===== src/rtl/feac_pkg.sv =====
package feac_pkg;
  localparam int unsigned CTL_IE_BIT    = 0;
  localparam int unsigned CTL_EN_BIT    = 1;
  localparam int unsigned CTL_GO_BIT    = 2;
  localparam int unsigned CTL_STAT_BIT  = 3;

  typedef enum logic {
    ADDR_CODE = 1'b0,
    ADDR_CTRL = 1'b1
  } reg_sel_e;

  typedef struct packed {
    logic en;
    logic ie;
  } ctrl_t;
endpackage


===== src/rtl/feac_host_regs.sv =====
module feac_host_regs
  import feac_pkg::*;
#(
  parameter int unsigned CODE_W = 6
) (
  input  logic              clk,
  input  logic              rst_n,
  input  logic              wr,
  input  logic              rd,
  input  logic              addr,
  input  logic [CODE_W-1:0] wdata,
  input  logic              pass_hit,
  output logic [CODE_W-1:0] rdata,
  output logic [CODE_W-1:0] code_q,
  output ctrl_t             ctrl_q,
  output logic              stat_q,
  output logic              launch_new,
  output logic              restart
);
  logic [CODE_W-1:0] code_d;
  ctrl_t             ctrl_d;
  logic              stat_d;
  logic [CODE_W-1:0] rdata_d;
  logic              ctl_wr;
  logic              stat_rd;

  always_comb begin
    ctl_wr     = wr && (reg_sel_e'(addr) == ADDR_CTRL);
    stat_rd    = rd && (reg_sel_e'(addr) == ADDR_CTRL);
    code_d     = code_q;
    ctrl_d     = ctrl_q;
    launch_new = 1'b0;
    restart    = 1'b0;
    if (wr && (reg_sel_e'(addr) == ADDR_CODE)) begin
      code_d = wdata;
    end
    if (ctl_wr) begin
      ctrl_d.ie  = wdata[CTL_IE_BIT];
      ctrl_d.en  = wdata[CTL_EN_BIT];
      launch_new = wdata[CTL_GO_BIT] && wdata[CTL_EN_BIT];
      restart    = launch_new || (wdata[CTL_EN_BIT] && !ctrl_q.en);
    end
  end

  always_comb begin
    stat_d = stat_q;
    if (pass_hit) begin
      stat_d = 1'b1;
    end else if (stat_rd) begin
      stat_d = 1'b0;
    end
  end

  always_comb begin
    rdata_d = '0;
    if (reg_sel_e'(addr) == ADDR_CODE) begin
      rdata_d = code_q;
    end else begin
      rdata_d[CTL_IE_BIT]   = ctrl_q.ie;
      rdata_d[CTL_EN_BIT]   = ctrl_q.en;
      rdata_d[CTL_STAT_BIT] = stat_q;
    end
  end

  always_ff @(posedge clk or negedge rst_n) begin
    if (!rst_n) begin
      code_q <= '0;
      ctrl_q <= '0;
      stat_q <= 1'b0;
      rdata  <= '0;
    end else begin
      code_q <= code_d;
      ctrl_q <= ctrl_d;
      stat_q <= stat_d;
      if (rd) begin
        rdata <= rdata_d;
      end
    end
  end
endmodule


===== src/rtl/feac_serializer.sv =====
module feac_serializer #(
  parameter int unsigned CODE_W = 6,
  parameter int unsigned ONES_W = 8,
  localparam int unsigned LEN   = CODE_W + ONES_W + 2,
  localparam int unsigned IDX_W = $clog2(LEN)
) (
  input  logic              clk,
  input  logic              rst_n,
  input  logic              stb,
  input  logic              en,
  input  logic              restart,
  input  logic              ld,
  input  logic [CODE_W-1:0] ld_code,
  output logic [IDX_W-1:0]  idx_q,
  output logic              wrap,
  output logic              feac_q
);
  localparam logic [IDX_W-1:0] LAST = IDX_W'(LEN - 1);

  logic [CODE_W-1:0] act_q;
  logic [CODE_W-1:0] act_d;
  logic [LEN-1:0]    word;
  logic [IDX_W-1:0]  idx_d;
  logic              feac_d;
  logic              step;

  always_comb begin
    word = {{ONES_W{1'b1}}, 1'b0, act_q, 1'b0};
  end

  always_comb begin
    step   = stb && en && !restart;
    wrap   = step && (idx_q == LAST);
    act_d  = ld ? ld_code : act_q;
    idx_d  = idx_q;
    if (restart) begin
      idx_d = '0;
    end else if (step) begin
      idx_d = (idx_q == LAST) ? '0 : idx_q + 1'b1;
    end
    feac_d = feac_q;
    if (stb) begin
      feac_d = en ? word[idx_q] : 1'b1;
    end
  end

  always_ff @(posedge clk or negedge rst_n) begin
    if (!rst_n) begin
      act_q  <= '0;
      idx_q  <= '0;
      feac_q <= 1'b1;
    end else begin
      act_q  <= act_d;
      idx_q  <= idx_d;
      feac_q <= feac_d;
    end
  end
endmodule


===== src/rtl/feac_pass_counter.sv =====
module feac_pass_counter #(
  parameter int unsigned TARGET = 10,
  localparam int unsigned CNT_W = $clog2(TARGET + 1)
) (
  input  logic             clk,
  input  logic             rst_n,
  input  logic             clr,
  input  logic             adv,
  output logic [CNT_W-1:0] cnt_q,
  output logic             hit
);
  logic [CNT_W-1:0] cnt_d;
  logic             below;

  always_comb begin
    below = (cnt_q < CNT_W'(TARGET));
    hit   = adv && (cnt_q == CNT_W'(TARGET - 1));
    cnt_d = cnt_q;
    if (clr) begin
      cnt_d = '0;
    end else if (adv && below) begin
      cnt_d = cnt_q + 1'b1;
    end
  end

  always_ff @(posedge clk or negedge rst_n) begin
    if (!rst_n) begin
      cnt_q <= '0;
    end else begin
      cnt_q <= cnt_d;
    end
  end
endmodule


===== src/rtl/feac_tx_top.sv =====
module feac_tx_top
  import feac_pkg::*;
#(
  parameter int unsigned CODE_W = 6,
  parameter int unsigned ONES_W = 8,
  parameter int unsigned TARGET = 10
) (
  input  logic              clk,
  input  logic              rst_n,
  input  logic              host_wr,
  input  logic              host_rd,
  input  logic              host_addr,
  input  logic [CODE_W-1:0] host_wdata,
  output logic [CODE_W-1:0] host_rdata,
  input  logic              slot_stb,
  output logic              feac_bit,
  output logic              irq
);
  localparam int unsigned LEN   = CODE_W + ONES_W + 2;
  localparam int unsigned IDX_W = $clog2(LEN);
  localparam int unsigned CNT_W = $clog2(TARGET + 1);

  logic [1:0]        rst_sync;
  logic              rst_int_n;
  logic [CODE_W-1:0] code_q;
  ctrl_t             ctrl_q;
  logic              stat_q;
  logic              launch_new;
  logic              restart;
  logic              wrap;
  logic              pass_hit;
  logic [IDX_W-1:0]  bit_idx;
  logic [CNT_W-1:0]  rep_cnt;

  always_ff @(posedge clk or negedge rst_n) begin
    if (!rst_n) begin
      rst_sync <= 2'b00;
    end else begin
      rst_sync <= {rst_sync[0], 1'b1};
    end
  end
  assign rst_int_n = rst_sync[1];

  feac_host_regs #(.CODE_W(CODE_W)) u_regs (
    .clk       (clk),
    .rst_n     (rst_int_n),
    .wr        (host_wr),
    .rd        (host_rd),
    .addr      (host_addr),
    .wdata     (host_wdata),
    .pass_hit  (pass_hit),
    .rdata     (host_rdata),
    .code_q    (code_q),
    .ctrl_q    (ctrl_q),
    .stat_q    (stat_q),
    .launch_new(launch_new),
    .restart   (restart)
  );

  feac_serializer #(.CODE_W(CODE_W), .ONES_W(ONES_W)) u_ser (
    .clk    (clk),
    .rst_n  (rst_int_n),
    .stb    (slot_stb),
    .en     (ctrl_q.en),
    .restart(restart),
    .ld     (launch_new),
    .ld_code(code_q),
    .idx_q  (bit_idx),
    .wrap   (wrap),
    .feac_q (feac_bit)
  );

  feac_pass_counter #(.TARGET(TARGET)) u_cnt (
    .clk  (clk),
    .rst_n(rst_int_n),
    .clr  (restart),
    .adv  (wrap),
    .cnt_q(rep_cnt),
    .hit  (pass_hit)
  );

  assign irq = stat_q && ctrl_q.ie;
endmodule


===== config.mk =====
export PLATFORM = sky130hd
export DESIGN_NAME = feac_tx_top
export DESIGN_NICKNAME = d
export VERILOG_FILES = /design/src/rtl/feac_pkg.sv /design/src/rtl/feac_host_regs.sv /design/src/rtl/feac_serializer.sv /design/src/rtl/feac_pass_counter.sv /design/src/rtl/feac_tx_top.sv
export SDC_FILE = /design/constraint.sdc
export NUM_CORES = 1
export LEC_CHECK = 0
export CORE_ASPECT_RATIO = 2
export CORE_MARGIN = 2
export CORE_UTILIZATION = 40
export CTS_CLUSTER_SIZE = 12
export DETAILED_ROUTE_END_ITERATION = 10
export PLACE_DENSITY_LB_ADDON = 0.25
export SLEW_MARGIN = 20
export SYNTH_ARGS = -nofsm -noshare
export SYNTH_HDL_FRONTEND = slang
export SYNTH_SLANG_ARGS = --single-unit

===== constraint.sdc =====
create_clock -name clk -period 2.8 [get_ports clk]
set_input_delay 0.28 -clock clk [delete_from_list [all_inputs] [get_ports clk]]
set_output_delay 0.28 -clock clk [all_outputs]
set_load 0.01 [all_outputs]

### Word level (Yosys, flattened, before mapping)

Index checks and enable logic that the tools add are counted.

| word-level totals | value |
|---|---|
| logic and storage cells | 50 |
| bits of input ports | 12 |
| output and inout port bits | 8 |
| register bits | 32 |

| operators by class | value |
|---|---|
| bitwise logic cells | 1 |
| add/subtract/negate cells | 2 |
| muxes and demuxes | 16 |
| reduce and logical (&&, ||, !) cells | 17 |
| magnitude comparators | 2 |
| equal/unequal tests | 2 |

Operators by type and width:

| operator | count |
|---|---|
| $mux 4 | 5 |
| $logic_and 1x1->1 | 11 |
| $add 4x1->4 const B | 2 |
| $eq 4x4->1 const B | 2 |
| $mux 1 | 8 |
| $reduce_bool 2->1 | 3 |
| $lt 4x5->1 const B | 1 |
| $bmux 1 s4 | 1 |
| $lt 4x4->1 const B | 1 |
| $mux 2 | 2 |
| $logic_not 1->1 | 2 |
| $logic_or 1x1->1 | 1 |
| $not 1->1 | 1 |

### Logic depth before layout (Yosys ltp)

| logic depth | value |
|---|---|
| depth after elaboration | 10 |
| gate-level depth with buffers | 5 |
| mapped depth without buffers | 5 |

### Hierarchy

Synthesis repeated with hierarchy kept, for this count alone.

| second synthesis, totals | value |
|---|---|
| cells, all modules | 121 |
| area, all modules | 1482.7 um^2 |

Modules (own cells, without submodules):

| module | area an instance (um^2) | instances | seq. area each (um^2) | cells an instance |
|---|---|---|---|---|
| feac_host_regs | 655.6 | 1 | 375.4 | 48 |
| feac_serializer | 541.8 | 1 | 276.5 | 46 |
| feac_pass_counter | 225.2 | 1 | 100.1 | 23 |
| feac_tx_top | 60.1 | 1 | 50.0 | 4 |

### Worst setup path after synthesis

OpenSTA, ideal clock, no wires.

| timing | value |
|---|---|
| path type | reg2reg |
| start | reg u_ser.idx_q[0] |
| end | reg u_cnt.cnt_q[2] |
| path buffers | 0 |
| data required time | 2671 ps |
| path slack | 1437 ps |
| clock period less this slack | 1363 ps |
| arrival | 1234 ps |
| cell stages (with the launch flop) | 6 |
| setup time | 129 ps |
| path through | dfrtp_1 > ha_1 > and3_1 > nand4b_2 > o211ai_1 > o31ai_1 |

| between the ends | value |
|---|---|
| word-level cells in the longest chain between the ends | 4 |

Ends and longest elaborated chain:

| element | RTL line | RTL |
|---|---|---|
| start: declaration | feac_serializer.sv:14 | `output logic [IDX_W-1:0] idx_q,` |
| start signal: assignment | feac_serializer.sv:54 | `idx_q <= idx_d;` |
| $eq 4x4->1 | feac_serializer.sv:33 | `wrap = step && (idx_q == LAST);` |
| $logic_and 1x1->1 | feac_serializer.sv:33 |  |
| $logic_and 1x1->1 | feac_pass_counter.sv:21 | `end else if (adv && below) begin` |
| $reduce_bool 2->1 (no source line) | n/a |  |
| end signal: assignment | feac_pass_counter.sv:30 | `cnt_q <= cnt_d;` |
| end: declaration | feac_pass_counter.sv:9 | `output logic [CNT_W-1:0] cnt_q,` |

No other way between the ends.
A chain may end at the register's enable or synchronous reset.

### Worst setup path in the final report

| timing | value |
|---|---|
| start | in host_addr |
| end | reg u_regs.code_q[0] |

| between the ends | value |
|---|---|
| word-level cells in the longest chain between the ends | 2 |

Ends and longest elaborated chain:

| element | RTL line | RTL |
|---|---|---|
| start: declaration | feac_tx_top.sv:12 | `input logic host_addr,` |
| $not 1->1 | feac_host_regs.sv:34 | `if (wr && (reg_sel_e'(addr) == ADDR_CODE)) begin` |
| $logic_and 1x1->1 | feac_host_regs.sv:34 |  |
| end signal: assignment | feac_host_regs.sv:72 | `code_q <= code_d;` |
| end: declaration | feac_host_regs.sv:14 | `output logic [CODE_W-1:0] code_q,` |

No other way between the ends.

==> results.py <==
metrics = {
    "detailed_routing": {
        "via_count": 960,
        "drt_first_iter_violations": 20,
        "wire_per_inst_um": 13.4,
        "final_antenna_net_count": 0,
        "drt-total-wl_um": 2600,
        "vias_per_cell": 4.92,
        "drt-pass1-iter-count": 4,
        "post-route-drc-count": 0,
    },
    "synth": {
        "synth.distinct_cells": 32,
        "post_synth_xor_area_fraction_pct": 0.604,
        "synthesis.nets": 137,
        "post_synth_mux_area_share_pct": 15.1,
        "synth_compound_area_share_pct": 9.07,
        "ys_seq_area_share_pct": 55.4,
        "synthFlopType": "sky130_fd_sc_hd__dfrtp_1",
        "synth-seq-cells": 32,
        "netlist_area_um2": 1450,
        "synth_top_family_by_area": "multiplexers",
        "synth-adder-area-share_pct": 2.59,
        "synth_edf_count": 0,
        "syn-mean-instance-area_um2": 11.9,
        "synth-simple-area-share_pct": 13.0,
        "syn_inst": 122,
        "ys_async_sr_fraction_pct": 100,
        "yosys_warnings": 0,
    },
    "floorplan": {
        "std_cell_rows": 31,
        "die_h_um": 89.1,
        "top_level_ports": 20,
        "start_util_pct": 41.0,
        "core_um2": 3530,
        "fp.dieArea_um2": 4150,
        "die_w_um": 46.6,
    },
    "power_and_ir_drop": {
        "vdd_ir_drop_max_uv": 479,
        "internal_power_w": 0.000882,
        "power.share.switching_pct": 26.6,
        "power_switching_w": 0.000319,
        "pwr-share-seq_pct": 51.1,
        "fin_total_pwr_w": 0.00120,
        "power_density_nw_per_um2": 679,
        "clock_power_share_pct": 29.8,
        "leakage_component_of_the_power_nw": 0.753,
        "pwr-share-comb_pct": 19.1,
    },
    "global_routing": {
        "pin_count_of_the_biggest_net_entering_global_routing": 31,
        "global_route.usage.total_pct": 15.9,
        "first_global_vias": 993,
        "grt_overflow": 0,
        "grt_pass1_wl_um": 4560,
        "grt_antenna_before_repair": 0,
    },
    "outcome": {
        "run_status": "finished clean",
    },
    "cells_and_area": {
        "drive_above_1_share_pct": 18.5,
        "area_growth_pct": 22.2,
        "final_net_count": 160,
        "ant_diodes": 0,
    },
    "job": {
        "maxCapViolCount": 0,
    },
    "timing": {
        "slew_violations": 0,
        "setup_viol": 0,
        "timing.final.crit_period_ns": 1.66,
        "timing.final.hold_violations": 0,
        "period_share_pct": 59.4,
        "fmaxAchievable_mhz": 601,
        "setup_total_negative_slack_ns": 0,
        "clock-skew-final_ns": 0.00511,
        "rsz0062_at_grt": "no",
    },
    "place": {
        "place.detailed.hpwl_um": 1870,
        "gp_congestion": 0.774,
        "port_buffers": 19,
    },
    "clocking": {
        "post_cts_hold_buffer_count": 0,
        "clock_transition_at_the_registers_of_the_reported_paths_ns": 0.06,
        "numCtsBuffers": 5,
        "root_buffer": "sky130_fd_sc_hd__clkbuf_8",
        "cts.repair.resized": 0,
        "insertion_delay_ns": 0.28,
        "cts_tree": "built",
        "cts_setup_buffers": 0,
        "cts-root-to-sink-buffers": 2,
        "htree_levels": 2,
        "numClockSinks": 32,
    },
    "critical_path": {
        "critPathLaunchType": "input pin",
        "maximum_fanout_along_the_worst_path": 10,
        "cp.required_ns": 2.96,
        "critical_path_arrival_ns": 1.83,
        "crit_type": "in -> reg",
        "worstSetupEndpointType": "flip-flop",
        "setup.reg_to_reg.worst_slack_ns": 1.17,
    },
    "worst_hold_path": {
        "worst_hold_path_type": "in -> async",
    },
}
-- Yosys cell counts (2+ instances only) --
library cell / n / area (µm²)
sky130_fd_sc_hd__nor2_1: 5 / 18.8
sky130_fd_sc_hd__nor2b_1: 2 / 12.5
sky130_fd_sc_hd__nand3_1: 7 / 35.0
sky130_fd_sc_hd__nand4b_1: 2 / 17.5
sky130_fd_sc_hd__inv_1: 8 / 30.0
sky130_fd_sc_hd__o31ai_1: 2 / 15.0
sky130_fd_sc_hd__mux2_2: 13 / 146
sky130_fd_sc_hd__ha_1: 3 / 37.5
sky130_fd_sc_hd__o21ai_0: 10 / 50.1
sky130_fd_sc_hd__a21oi_1: 5 / 25.0
sky130_fd_sc_hd__and2_1: 2 / 12.5
sky130_fd_sc_hd__mux2i_1: 5 / 50.1
sky130_fd_sc_hd__and3_1: 2 / 12.5
sky130_fd_sc_hd__nand2_1: 8 / 30.0
sky130_fd_sc_hd__dfrtp_1: 31 / 776
-- power by group through the flow --
stage               clock network (W)  registers [W]  logic, W
detailed placement                  0       0.000623  0.000233
CTS                          0.000371       0.000615  0.000233
global route                 0.000390       0.000626  0.000256
finish                       0.000358       0.000614  0.000229
floorplan                           0       0.000608  0.000169
global placement                    0       0.000622  0.000227
-- flip-flops by register name, indices dropped and copies added (netlist names) --
register and flops:
u_regs.code_q 6, rst_sync 2, u_ser.idx_q 4, u_regs.rdata 6
u_regs.ctrl_q 2, u_cnt.cnt_q 4, u_regs.stat_q 1, u_ser.feac_q 1
u_ser.act_q 6
-- worst paths after layout --
kind / startpoint / endpoint / cells past startpoint
setup reg to reg: u_ser.idx_q[1]$_DFFE_PN0P_ / u_cnt.cnt_q[2]$_DFFE_PN0P_ / 5
setup / recovery: host_addr / u_regs.code_q[0]$_DFFE_PN0P_ / 3
min in group clk: rst_sync[0]$_DFF_PN0_ / rst_sync[1]$_DFF_PN0_ / 0
hold / removal: rst_n / rst_sync[0]$_DFF_PN0_ / 1
max in group asynchronous: rst_sync[1]$_DFF_PN0_ / u_ser.feac_q$_DFFE_PN1P_ / 1
hold reg to reg: rst_sync[1]$_DFF_PN0_ / u_regs.rdata[3]$_DFFE_PN0P_ / 1
-- placed cells by master (no fill, tap or decap), types with 2 or more instances in the layout --
| cell | netlist | layout |
|---|---|---|
| sky130_fd_sc_hd__nor2_1 | 5 | 5 |
| sky130_fd_sc_hd__clkdlybuf4s50_1 | 0 | 19 |
| sky130_fd_sc_hd__o21ai_0 | 10 | 10 |
| sky130_fd_sc_hd__clkbuf_1 | 1 | 2 |
| sky130_fd_sc_hd__and3_1 | 2 | 2 |
| sky130_fd_sc_hd__mux2i_1 | 5 | 5 |
| sky130_fd_sc_hd__dfrtp_1 | 31 | 31 |
| sky130_fd_sc_hd__nor2b_1 | 2 | 2 |
| sky130_fd_sc_hd__inv_1 | 8 | 8 |
| sky130_fd_sc_hd__ha_1 | 3 | 3 |
| sky130_fd_sc_hd__nand3_1 | 7 | 7 |
| sky130_fd_sc_hd__mux2_2 | 13 | 13 |
| sky130_fd_sc_hd__nand4b_1 | 2 | 2 |
| sky130_fd_sc_hd__o31ai_1 | 2 | 2 |
| sky130_fd_sc_hd__clkbuf_8 | 0 | 6 |
| sky130_fd_sc_hd__and2_1 | 2 | 2 |
| sky130_fd_sc_hd__a21oi_1 | 5 | 5 |
| sky130_fd_sc_hd__nand2_1 | 8 | 8 |
-- cell type report --
| type | instances | area, µm² |
|---|---|---|
| sequential | 32 | 802 |
| timing repair buffer | 20 | 198 |
| multi-input combinational | 78 | 589 |
| inverter | 8 | 30.0 |
| clock buffer | 8 | 90.1 |
| tap | 49 | 61.3 |
| fill | 324 | 1760 |
-- metrics by stage --
step,setup slack [ns],utilization [%],area (µm²),hold WS (ns),cells
final,1.14,50.2,1770,0.157,195
after CTS,1.13,50.2,1770,0.151,195
after floorplan,1.44,-,1450,-0.0156,122
after detailed placement,0.827,47.6,1680,0.269,187
after global placement,0.888,47.6,1680,0.262,187
after global routing,1.02,50.2,1770,0.149,195
-- metal layers --
metal,global-route usage [%],share of wire (%),vias up
met5,0,0,-
met4,9.35,2.9,0
met3,4.85,4.0,9
met2,22.9,48,18
met1,20.5,45,464
li1,-,-,469
-- cells by family (layout without fill, tap and decap cells) --
| kind of cell | after synthesis | count (layout) |
|---|---|---|
| AOI/OAI and AO/OA | 22 | 22 |
| xor gates and xnor gates | 1 | 1 |
| adders and majority gates | 3 | 3 |
| buffers and inverters | 12 | 36 |
| DFF | 32 | 32 |
| muxes | 19 | 19 |
| other | 1 | 1 |
| and+or+nand+nor | 32 | 32 |
-- worst max-delay path, stage by stage --
cell,delay (ns)
sky130_fd_sc_hd__clkdlybuf4s50_1,0.65
sky130_fd_sc_hd__nor2b_1,0.51
sky130_fd_sc_hd__mux2_2,0.39
No activity file was read; power rests on OpenSTA's default activity.
